==> config.mk <==
export PLATFORM = sky130hd
export DESIGN_NAME = qos_level_ctrl
export DESIGN_NICKNAME = d
export VERILOG_FILES = /design/src/rtl/qlc_pkg.sv /design/src/rtl/qlc_rst_sync.sv /design/src/rtl/qlc_hyst.sv /design/src/rtl/qlc_lane.sv /design/src/rtl/qos_level_ctrl.sv
export SDC_FILE = /design/constraint.sdc
export NUM_CORES = 1
export LEC_CHECK = 0
export ABC_AREA = 1
export BUFFER_PORTS_ARGS = -buffer_cell sky130_fd_sc_hd__clkbuf_2
export CAP_MARGIN = 20
export CORE_ASPECT_RATIO = 1.75
export CORE_MARGIN = 4
export CORE_UTILIZATION = 47
export CTS_CLUSTER_SIZE = 24
export DETAILED_ROUTE_END_ITERATION = 6
export GPL_ROUTABILITY_DRIVEN = 1
export PLACE_DENSITY_LB_ADDON = 0.2
export SLEW_MARGIN = 20
export SYNTH_ARGS = -nofsm -noshare
export SYNTH_HDL_FRONTEND = slang
export SYNTH_SLANG_ARGS = --single-unit
export TNS_END_PERCENT = 20
==> constraint.sdc <==
create_clock -name clk_i -period 1.8 [get_ports clk_i]
set_input_delay 0 -clock clk_i [delete_from_list [all_inputs] [get_ports clk_i]]
set_output_delay 0 -clock clk_i [all_outputs]
set_load 0.005 [all_outputs]
==> src/rtl/qlc_pkg.sv <==
package qlc_pkg;
  localparam int unsigned QLC_PORTS = 4;
  localparam int unsigned QLC_LVL_W = 8;
  localparam int unsigned QLC_QOS_W = 4;
endpackage

==> src/rtl/qlc_rst_sync.sv <==
module qlc_rst_sync #(
  parameter int unsigned STAGES = 2
) (
  input  logic clk_i,
  input  logic rst_ni,
  output logic rst_no
);
  logic [STAGES-1:0] sync_q;

  always_ff @(posedge clk_i or negedge rst_ni) begin
    if (!rst_ni) sync_q <= '0;
    else         sync_q <= {sync_q[STAGES-2:0], 1'b1};
  end

  assign rst_no = sync_q[STAGES-1];
endmodule

==> src/rtl/qlc_hyst.sv <==
module qlc_hyst #(
  parameter int unsigned LVL_W   = qlc_pkg::QLC_LVL_W,
  parameter bit          RISE_ON = 1'b0
) (
  input  logic             clk_i,
  input  logic             rst_ni,
  input  logic [LVL_W-1:0] lvl_i,
  input  logic [LVL_W-1:0] lo_i,
  input  logic [LVL_W-1:0] hi_i,
  output logic             flag_d_o,
  output logic             flag_q_o
);
  logic on_c, off_c, flag_d, flag_q;

  always_comb begin
    if (RISE_ON) begin
      on_c  = (lvl_i >= hi_i);
      off_c = (lvl_i <= lo_i);
    end else begin
      on_c  = (lvl_i <= lo_i);
      off_c = (lvl_i >= hi_i);
    end
    flag_d = flag_q ? !off_c : on_c;
  end

  always_ff @(posedge clk_i or negedge rst_ni) begin
    if (!rst_ni) flag_q <= 1'b0;
    else         flag_q <= flag_d;
  end

  assign flag_d_o = flag_d;
  assign flag_q_o = flag_q;

  // R2 (read side) and R5 (write side): entry condition sets the flag
  p_hyst_set_r2: assert property (@(posedge clk_i) disable iff (!rst_ni)
    (!flag_q && on_c) |=> flag_q);
  // exit condition clears the flag
  p_hyst_clr_r4: assert property (@(posedge clk_i) disable iff (!rst_ni)
    (flag_q && off_c) |=> !flag_q);
  // inside the band the state holds
  p_hyst_hold_r3: assert property (@(posedge clk_i) disable iff (!rst_ni)
    (lvl_i > lo_i && lvl_i < hi_i) |=> $stable(flag_q));
endmodule

==> src/rtl/qlc_lane.sv <==
module qlc_lane #(
  parameter int unsigned LVL_W = qlc_pkg::QLC_LVL_W,
  parameter int unsigned QOS_W = qlc_pkg::QLC_QOS_W
) (
  input  logic             clk_i,
  input  logic             rst_ni,
  input  logic [LVL_W-1:0] rd_lvl_i,
  input  logic [LVL_W-1:0] wr_lvl_i,
  input  logic [LVL_W-1:0] rd_lo_i,
  input  logic [LVL_W-1:0] rd_hi_i,
  input  logic [LVL_W-1:0] wr_lo_i,
  input  logic [LVL_W-1:0] wr_hi_i,
  input  logic [QOS_W-1:0] norm_i,
  input  logic [QOS_W-1:0] boost_i,
  input  logic             fix_en_i,
  input  logic [QOS_W-1:0] fix_ar_i,
  input  logic [QOS_W-1:0] fix_aw_i,
  output logic [QOS_W-1:0] arqos_o,
  output logic [QOS_W-1:0] awqos_o
);
  logic rd_boost_d, rd_boost_q, wr_boost_d, wr_boost_q;
  logic [QOS_W-1:0] ar_d, aw_d, ar_q, aw_q;
  logic upd_en;

  qlc_hyst #(.LVL_W(LVL_W), .RISE_ON(1'b0)) u_rd_hyst (
    .clk_i(clk_i), .rst_ni(rst_ni), .lvl_i(rd_lvl_i), .lo_i(rd_lo_i),
    .hi_i(rd_hi_i), .flag_d_o(rd_boost_d), .flag_q_o(rd_boost_q));

  qlc_hyst #(.LVL_W(LVL_W), .RISE_ON(1'b1)) u_wr_hyst (
    .clk_i(clk_i), .rst_ni(rst_ni), .lvl_i(wr_lvl_i), .lo_i(wr_lo_i),
    .hi_i(wr_hi_i), .flag_d_o(wr_boost_d), .flag_q_o(wr_boost_q));

  always_comb begin
    if (fix_en_i) begin
      ar_d = fix_ar_i;
      aw_d = fix_aw_i;
    end else begin
      ar_d = rd_boost_d ? boost_i : norm_i;
      aw_d = wr_boost_d ? boost_i : norm_i;
    end
    upd_en = (ar_d != ar_q) || (aw_d != aw_q);
  end

  always_ff @(posedge clk_i or negedge rst_ni) begin
    if (!rst_ni) begin
      ar_q <= '0;
      aw_q <= '0;
    end else if (upd_en) begin
      ar_q <= ar_d;
      aw_q <= aw_d;
    end
  end

  assign arqos_o = ar_q;
  assign awqos_o = aw_q;

  // override wins on the next edge
  p_fix_rd_r6: assert property (@(posedge clk_i) disable iff (!rst_ni)
    fix_en_i |=> (arqos_o == $past(fix_ar_i)));
  p_fix_wr_r6: assert property (@(posedge clk_i) disable iff (!rst_ni)
    fix_en_i |=> (awqos_o == $past(fix_aw_i)));
  // un-overridden read QoS follows the tracker state
  p_rd_track_r2: assert property (@(posedge clk_i) disable iff (!rst_ni)
    !fix_en_i |=> (arqos_o == (rd_boost_q ? $past(boost_i) : $past(norm_i))));
  // un-overridden write QoS follows the tracker state
  p_wr_track_r5: assert property (@(posedge clk_i) disable iff (!rst_ni)
    !fix_en_i |=> (awqos_o == (wr_boost_q ? $past(boost_i) : $past(norm_i))));
endmodule

==> src/rtl/qos_level_ctrl.sv <==
module qos_level_ctrl #(
  parameter int unsigned NPORT = qlc_pkg::QLC_PORTS,
  parameter int unsigned LVL_W = qlc_pkg::QLC_LVL_W,
  parameter int unsigned QOS_W = qlc_pkg::QLC_QOS_W
) (
  input  logic                   clk_i,
  input  logic                   rst_ni,
  input  logic [NPORT*LVL_W-1:0] rd_lvl_i,
  input  logic [NPORT*LVL_W-1:0] wr_lvl_i,
  input  logic [NPORT*LVL_W-1:0] rd_lo_th_i,
  input  logic [NPORT*LVL_W-1:0] rd_hi_th_i,
  input  logic [NPORT*LVL_W-1:0] wr_lo_th_i,
  input  logic [NPORT*LVL_W-1:0] wr_hi_th_i,
  input  logic [NPORT*QOS_W-1:0] norm_qos_i,
  input  logic [NPORT*QOS_W-1:0] boost_qos_i,
  input  logic [NPORT-1:0]       fix_en_i,
  input  logic [NPORT*QOS_W-1:0] fix_arqos_i,
  input  logic [NPORT*QOS_W-1:0] fix_awqos_i,
  output logic [NPORT*QOS_W-1:0] arqos_o,
  output logic [NPORT*QOS_W-1:0] awqos_o
);
  logic rst_sync_n;

  qlc_rst_sync #(.STAGES(2)) u_rst_sync (
    .clk_i(clk_i), .rst_ni(rst_ni), .rst_no(rst_sync_n));

  for (genvar p = 0; p < NPORT; p++) begin : g_lane
    qlc_lane #(.LVL_W(LVL_W), .QOS_W(QOS_W)) u_lane (
      .clk_i   (clk_i),
      .rst_ni  (rst_sync_n),
      .rd_lvl_i(rd_lvl_i[p*LVL_W +: LVL_W]),
      .wr_lvl_i(wr_lvl_i[p*LVL_W +: LVL_W]),
      .rd_lo_i (rd_lo_th_i[p*LVL_W +: LVL_W]),
      .rd_hi_i (rd_hi_th_i[p*LVL_W +: LVL_W]),
      .wr_lo_i (wr_lo_th_i[p*LVL_W +: LVL_W]),
      .wr_hi_i (wr_hi_th_i[p*LVL_W +: LVL_W]),
      .norm_i  (norm_qos_i[p*QOS_W +: QOS_W]),
      .boost_i (boost_qos_i[p*QOS_W +: QOS_W]),
      .fix_en_i(fix_en_i[p]),
      .fix_ar_i(fix_arqos_i[p*QOS_W +: QOS_W]),
      .fix_aw_i(fix_awqos_i[p*QOS_W +: QOS_W]),
      .arqos_o (arqos_o[p*QOS_W +: QOS_W]),
      .awqos_o (awqos_o[p*QOS_W +: QOS_W]));
  end

  // outputs cleared while the block is held in reset
  p_reset_zero_r1: assert property (@(posedge clk_i)
    !rst_sync_n |-> (arqos_o == '0 && awqos_o == '0));
endmodule

==> results of run 1 <==
[cells by family (layout without fill, tap and decap cells)]
kind of cell | Yosys count | after routing | share of synthesized area (%)
AOI/OAI and AO/OA | 55 | 55 | 5.56
adders and majority gates | 128 | 128 | 28.9
buffers and inverters | 215 | 547 | 15.1
DFF | 42 | 42 | 19.0
other | 1 | 1 | 0.0677
and+or+nand+nor | 395 | 395 | 31.4
[per-stage QoR]
stage	instance area, um2	instances	setup WS (ns)	hold slack (ns)	utilization [%]
after global routing	7620	1303	0.388	0.0489	65.8
after detailed placement	7150	1262	0.460	-0.213	61.7
after floorplan	5540	836	0.545	-0.296	-
after CTS	7620	1303	0.501	0.0212	65.8
after global placement	7150	1262	0.465	-0.212	61.7
final	7620	1303	0.514	0.0276	65.8
[final cells by class]
type | count | share of cell area (%)
inverters | 211 | 10.4
multi-input cells | 579 | 47.9
well taps | 135 | 2.22
flip-flops and latches | 42 | 13.8
clock buffers | 7 | 1.87
repair buffers | 328 | 23.8
clock inverters | 1 | 0.0656
[sequential cells by signal, indices dropped and copies added (netlist names)]
name / flops
g_lane.u_lane.arqos_o: 16
g_lane.u_lane.awqos_o: 16
g_lane.u_lane.u_rd_hyst.flag_q_o: 4
g_lane.u_lane.u_wr_hyst.flag_q_o: 4
u_rst_sync.sync_q: 2
[critical path, cell delays in order, from the launching register on]
cell     delay, ns
dfrtp_1       0.40
nor2_1        0.10
nand3_1       0.08
a31oi_1       0.18
nand2_2       0.13
nand2_4       0.11
nand2_1       0.05
nand3_1       0.06
nand2_1       0.06
[final timing paths]
check                                                                   start  cells after the start                                             to  slack (ns)
worst max-delay path            g_lane[3].u_lane.u_wr_hyst.flag_q_o$_DFF_PN0_                      8        g_lane[3].u_lane.awqos_o[1]$_DFFE_PN0P_        0.51
worst min-delay path                                              fix_en_i[3]                      3        g_lane[3].u_lane.awqos_o[3]$_DFFE_PN0P_        0.03
worst max register to register  g_lane[3].u_lane.u_wr_hyst.flag_q_o$_DFF_PN0_                      8        g_lane[3].u_lane.awqos_o[1]$_DFFE_PN0P_        0.51
worst min register to register                 u_rst_sync.sync_q[1]$_DFF_PN0_                      0        g_lane[1].u_lane.arqos_o[3]$_DFFE_PN0P_        0.22
max in group asynchronous                      u_rst_sync.sync_q[1]$_DFF_PN0_                      1  g_lane[0].u_lane.u_rd_hyst.flag_q_o$_DFF_PN0_        1.05
min in group asynchronous                                              rst_ni                      2                 u_rst_sync.sync_q[0]$_DFF_PN0_        0.08
[synthesized netlist by cell type]
master / n
a21o_1: 5
a21oi_1: 34
a31oi_1: 2
buf_6: 4
conb_1: 1
dfrtp_1: 42
ha_1: 128
inv_1: 207
inv_2: 4
nand2_1: 235
nand2_2: 17
nand2_4: 7
nand3_1: 73
nand3_2: 1
nand4_1: 5
nand4_2: 2
nor2_1: 46
nor2_2: 6
nor3_2: 3
o21a_1: 4
o21ai_0: 3
o21ai_1: 4
o21bai_1: 3
[layer usage]
metal / track usage (%) / share of wire (%) / vias up / wire length [um]
li1: - / - / 3239 / -
met1: 21.6 / 34 / 2597 / 5340
met2: 46.8 / 56 / 207 / 8820
met3: 4.15 / 6.2 / 36 / 968
met4: 7.90 / 3.3 / 0 / 515
met5: 0 / 0 / - / 0
[where the power goes]
group	total (W)	internal, W	switching (W)
clock network	0.000894	0.000550	0.000344
logic	0.00209	0.000929	0.00116
registers	0.00127	0.00116	0.000108
[cell usage in the layout (no fill, tap or decap), drive strengths merged, types with 33 or more instances in the layout]
master,count
a21oi,34
clkbuf,300
dfrtp,42
dlygate4sd3,33
ha,128
inv,211
nand2,259
nand3,74
nor2,52
==> results.ini, run 1 <==
[grt]
grt_pass1_vias = 6065
grtUsageTotal_pct = 22.5
grt.overflow.total = 0
antenna_found_initial = 0
grt_max_degree = 22
grt_pass1_wl_um = 25400

[worst_setup_path]
cp_max_fo = 5
crit_path_start_kind = flop
critPathArrivalTime_ns = 1.45
cp-end-kind = flop
worstPathRequired_ns = 1.96
crit_type = flop to flop

[synth]
synth.area.top_cells = ha_1, dfrtp_1, nand2_1
syn-instance-count = 836
post_synth_num_cell_types = 23
postSynthAreaPerCell_um2 = 6.63
netlist_area_um2 = 5540
synth_seq_cells = 42
syn_nets = 1226
ys_seq_area_share_pct = 19.0
yosysWarnings = 0
synth_area_leader_cell = ha_1
synthDominantCellAreaShare_pct = 28.9

[power]
total_leakage_power_nw = 5.12
peakVddDrop_mv = 0.387
pwr_density_cell_nw_per_um2 = 558
finalPower_w = 0.00425

[drt]
vias = 6079
post_drt_via_cell_ratio = 4.67
first_iter_violations = 104
drc_errors = 0
wire_per_inst_um = 12.0
wl_um = 15600
antenna_left = 0
dr.pass1.iters = 4

[timing]
rsz0062_at_grt = no
setup-tns-final_ns = 0
skew_ns = 0.00483
hold_violations = 0
layout_min_cycle_time_ns = 1.29
timing.final.setup_violations = 0
post-route-period-util_pct = 71.5
fmax_mhz = 777
drv_slew = 0

[clock_network]
htreeDepth = 2
cts_setup_buffers = 0
clockBufferDepth = 2
cts_tree = built
clkLatencyLatePin_ns = 0.28
cts_buffers = 5
root_buffer = clkbuf_16
cts_sinks = 42
clk_pin_slew_worst_paths_ns = 0.06
hold_buffers = 33
cts_resized = 0

[outcome]
status = complete, no violations

[cells_and_area]
n_antenna_cell = 0
drive_gt1_share_pct = 29.4
syn_to_final_growth_pct = 37.6
ff_latch_area_um2 = 1050
final_nets = 1557
fill_cells = 1119
multi_input_area_um2 = 3650

[floorplanning]
initial_core_util_pct = 47.8
boundaryPins = 294
core_area_um2 = 11600
die_w_um = 90.1
rows = 52
fp.dieH_um = 152
die_area_um2 = 13700

[place]
place_congestion = 0.895
hpwl_um = 14200
io_buffers = 293

[run]
cap_violations = 0

[min_path]
hp-class = input pin to flop

No activity file was read; power rests on OpenSTA's default activity.
==> run 2: changes to the inputs <==
Clock period 1.8 ns to 1.2 ns, I/O delays scaled along.
==> results.ini, run 2 (synthesis results as in run 1) <==
[worst_setup_path]
cp-end-kind = flop
crit_type = flop to flop
crit_path_start_kind = flop
r2r_cells = 8
worstPathRequired_ns = 1.37
critPathArrivalTime_ns = 1.44
rr_endpoint = g_lane[3].u_lane.awqos_o[2]$_DFFE_PN0P_
r2r_slack_ns = -0.07
timing.rr.start = g_lane[3].u_lane.u_wr_hyst.flag_q_o$_DFF_PN0_
cp_max_fo = 5

[timing]
fmax_mhz = 788
post-route-period-util_pct = 106
timing.final.setup_violations = 9
worst_slack_ns = -0.0684
layout_min_cycle_time_ns = 1.27
holdWs_ns = 0.0451
drv_slew = 0
skew_ns = 0.00583
rsz0062_at_grt = yes
setup-tns-final_ns = -0.424
hold_violations = 0

[clock_network]
clk_pin_slew_worst_paths_ns = 0.06
clkLatencyLatePin_ns = 0.28
clockBufferDepth = 2
cts_sinks = 42
htreeDepth = 2
cts_tree = built
root_buffer = clkbuf_16
cts_buffers = 5

[place]
hpwl_um = 14200
io_buffers = 293
place_area_um2 = 7290
place_congestion = 0.893

[grt]
antenna_found_initial = 0
grt_pass1_wl_um = 26200
grtUsageTotal_pct = 23.2
grt_pass1_vias = 6279
grt.overflow.total = 0
grt_max_degree = 31

[drt]
wl_met1_um = 5510
antenna_left = 0
drc_errors = 0
wl_um = 16000
post_drt_via_cell_ratio = 4.72
top_layer = met4
wire_per_inst_um = 12.1
first_iter_violations = 114
dr.pass1.iters = 4
vias = 6240
route.met2.wl_um = 8760
wl_met3_um = 1080

[cells_and_area]
syn_to_final_growth_pct = 41.0
final_common_cell = clkbuf_2
drive_gt1_share_pct = 30.8
n_antenna_cell = 0
fill_cells = 1060
final_nets = 1575
fin_area_um2 = 7810
most-common-layout-cells = clkbuf_2, nand2_1, inv_1, ha_1, nand3_1
final_util_pct = 67.5

[power]
pwr_density_cell_nw_per_um2 = 875
total_leakage_power_nw = 5.23
peakVddDrop_mv = 0.700

[outcome]
violations = negative setup slack
status = finished with violations

[floorplanning]
boundaryPins = 294
die_w_um = 90.1
die_area_um2 = 13700
core_area_um2 = 11600
fp.dieH_um = 152
rows = 52
initial_core_util_pct = 47.8

[run]
cap_violations = 0

[min_path]
hp-class = input pin to async pin

[run 2: worst max path at each step]
stage | to | startpoint | slack [ns]
2_1_floorplan | g_lane[3].u_lane.awqos_o[0]$_DFFE_PN0P_ | g_lane[3].u_lane.u_wr_hyst.flag_q_o$_DFF_PN0_ | 0.06
3_5_place_dp | g_lane[1].u_lane.arqos_o[1]$_DFFE_PN0P_ | rd_lvl_i[15] | -0.20
6_report | g_lane[3].u_lane.awqos_o[2]$_DFFE_PN0P_ | g_lane[3].u_lane.u_wr_hyst.flag_q_o$_DFF_PN0_ | -0.07
5_1_grt | g_lane[3].u_lane.awqos_o[2]$_DFFE_PN0P_ | g_lane[3].u_lane.u_wr_hyst.flag_q_o$_DFF_PN0_ | -0.20
3_3_place_gp | g_lane[1].u_lane.arqos_o[1]$_DFFE_PN0P_ | rd_hi_th_i[15] | -0.16
4_1_cts | g_lane[3].u_lane.awqos_o[2]$_DFFE_PN0P_ | g_lane[3].u_lane.u_wr_hyst.flag_q_o$_DFF_PN0_ | -0.08
[run 2: area by class of cell]
type | count | area [um2] | share of cell area, %
flip-flops and latches | 42 | 1050 | 13.5
repair buffers | 346 | 1960 | 25.1
inverters | 211 | 792 | 10.1
clock inverters | 1 | 30.0 | 0.384
well taps | 135 | 169 | 2.16
clock buffers | 7 | 143 | 1.83
multi-input cells | 579 | 3670 | 46.9
[run 2: where the power goes]
group | switching (W) | internal, W | total [W]
Sequential | 0.000169 | 0.00174 | 0.00190
Combinational | 0.00182 | 0.00156 | 0.00338
Clock | 0.000509 | 0.00104 | 0.00155
[run 2: through the flow]
stage          cells  total power [W]  setup WS (ns)
2_1_floorplan    836          0.00385         0.0611
3_3_place_gp    1279          0.00513         -0.158
3_5_place_dp    1279          0.00519         -0.204
4_1_cts         1320          0.00686        -0.0783
5_1_grt         1321          0.00746         -0.203
6_report        1321          0.00684        -0.0684
[run 2: timing repair]
item                                    CTS  global route
cloned                                    0             0
hold endpoints to repair                 34             0
pin swaps                                 5            10
gates resized for setup                   0             4
hold buffers                             33             0
setup buffers                             0             1
endpoints found under the setup margin    9            20
[run 2: critical path, cell delays in order, from the launching register on]
cell	delay, ns
dfrtp_1	0.40
nor2_1	0.11
nand3_1	0.08
a31oi_1	0.17
nand2_2	0.14
nand2_4	0.10
nand2_1	0.05
nand3_1	0.06
nand2_1	0.05
[run 2: metal layers]
layer / global-route usage [%] / vias to the layer above
met4: 10.2 / 0
met3: 4.59 / 46
met5: 0 / -
met2: 46.4 / 250
met1: 22.8 / 2669
li1: - / 3275
==> run 3: changes to the inputs <==
==> constraint.sdc (replaced) <==
create_clock -name clk_i -period 1.2 [get_ports clk_i]
set_input_delay 0.3 -clock clk_i [delete_from_list [all_inputs] [get_ports clk_i]]
set_output_delay 0.3 -clock clk_i [all_outputs]
set_load 0.005 [all_outputs]
==> results.ini, run 3 (synthesis results as in run 1) <==
[outcome]
status = finished with violations
violations = negative setup slack

[cells_and_area]
multi_input_area_um2 = 4810
final_util_pct = 76.6
ff_latch_area_um2 = 1050
final_common_cell = clkbuf_2
final_nets = 1547
fill_cells = 865
drive_gt1_share_pct = 49.1
syn_to_final_growth_pct = 60.2
n_antenna_cell = 0
most-common-layout-cells = clkbuf_2, nand2_1, inv_1, ha_1, ha_4

[floorplanning]
boundaryPins = 294
die_w_um = 90.1
core_area_um2 = 11600
die_area_um2 = 13700
rows = 52
initial_core_util_pct = 47.8
fp.dieH_um = 152

[place]
io_buffers = 293
place_congestion = 0.919
hpwl_um = 14800

[drt]
first_iter_violations = 106
wire_per_inst_um = 13.6
vias = 6293
post_drt_via_cell_ratio = 4.87
dr.pass1.iters = 4
wl_um = 17500
antenna_left = 0
drc_errors = 0

[worst_setup_path]
crit_chain = clkbuf_2, inv_1, ha_1, nand2_2, nor2_2, nand4_1, nand2_1, nand2_2, nand2_4, nand2_1, nand3_1, nand2_1
crit_path_start_kind = input pin
r2r_slack_ns = -0.08
slowest_stage = ha_1
critPathMaxStageDelay_ns = 0.30
critPathArrivalTime_ns = 1.55
path_common_cell = nand2_1
crit_type = input pin to flop
worstPathRequired_ns = 1.37
cp_max_fo = 5
cp-end-kind = flop

[timing]
drv_slew = 0
timing.final.setup_violations = 38
hold_violations = 0
post-route-period-util_pct = 115
fmax_mhz = 724
worst_slack_ns = -0.182
skew_ns = 0.00370
rsz0062_at_grt = yes
layout_min_cycle_time_ns = 1.38
setup-tns-final_ns = -3.59

[power]
total_leakage_power_nw = 5.22
pwr_density_cell_nw_per_um2 = 834
peakVddDrop_mv = 0.521

[clock_network]
clkLatencyLatePin_ns = 0.28
htreeDepth = 2
cts_sinks = 42
clockBufferDepth = 2
clk_pin_slew_worst_paths_ns = 0.06
cts_tree = built
cts_buffers = 5
root_buffer = clkbuf_16

[run]
cap_violations = 0

[grt]
antenna_found_initial = 0
grt_pass1_wl_um = 27100
grt_pass1_vias = 6381
grtUsageTotal_pct = 24.0
grt_max_degree = 22
grt.overflow.total = 0

[min_path]
hp-class = input pin to flop

[run 3: critical path: cells and delay by family]
| kind | cells | cell delay [ns] |
|---|---|---|
| fa+ha+maj | 1 | 0.30 |
| simple gates | 9 | 0.82 |
| buf+inv | 2 | 0.11 |
[run 3: path summary, 6_finish.rpt]
path                                                               startpoint                                      end  cells past startpoint
worst min-delay path                                          fix_arqos_i[14]  g_lane[3].u_lane.arqos_o[2]$_DFFE_PN0P_                      3
worst max-delay path                                           wr_lo_th_i[14]  g_lane[1].u_lane.awqos_o[2]$_DFFE_PN0P_                     12
min in group asynchronous                      u_rst_sync.sync_q[1]$_DFF_PN0_  g_lane[0].u_lane.awqos_o[1]$_DFFE_PN0P_                      1
worst min register to register                 u_rst_sync.sync_q[1]$_DFF_PN0_  g_lane[0].u_lane.awqos_o[1]$_DFFE_PN0P_                      1
worst max register to register  g_lane[3].u_lane.u_wr_hyst.flag_q_o$_DFF_PN0_  g_lane[3].u_lane.awqos_o[0]$_DFFE_PN0P_                      8
max in group asynchronous                                              rst_ni           u_rst_sync.sync_q[1]$_DFF_PN0_                      2
[run 3: report_power, final]
group	leakage (nW)	switching [W]	internal [W]
clock network	0.0739	0.000515	0.000824
registers	0.493	0.000183	0.00174
logic	4.65	0.00222	0.00192
total	5.22	0.00292	0.00448
[run 3: metal layers]
layer | GRT usage (%) | vias to the layer above | share of wire [%]
met2 | 48.9 | 235 | 56
met5 | 0 | - | 0
li1 | - | 3217 | -
met3 | 5.04 | 52 | 6.1
met4 | 10.4 | 0 | 4.4
met1 | 22.8 | 2789 | 33
[run 3: final cells by class]
type / count / share of cell area, %
clock buffer: 7 / 1.61
clock inverter: 1 / 0.0564
inverter: 211 / 9.49
multi-input combinational: 579 / 54.2
sequential: 42 / 11.9
tap: 135 / 1.90
timing repair buffer: 318 / 20.9
[run 3: stage by stage]
step	instances	power, W	hold WS, ns	worst slack (ns)	instance area (um2)
after global placement	1278	0.00535	0.0870	-0.437	7860
after global routing	1293	0.00807	0.220	-0.243	8870
after CTS	1291	0.00704	0.206	-0.0846	8340
final	1293	0.00740	0.210	-0.182	8870
after detailed placement	1278	0.00543	0.0873	-0.458	7860
after floorplan	836	0.00404	0.00441	-0.163	6140
[run 3: repair_timing]
| item | in CTS | in global routing |
|---|---|---|
| hold endpoints to repair | 2 | 0 |
| setup endpoints to repair | 39 | 40 |
| hold buffers | 1 | 0 |
| gates resized for setup | 50 | 134 |
| gates cloned | 0 | 0 |
| buffers inserted | 4 | 2 |
| pin swaps | 60 | 78 |
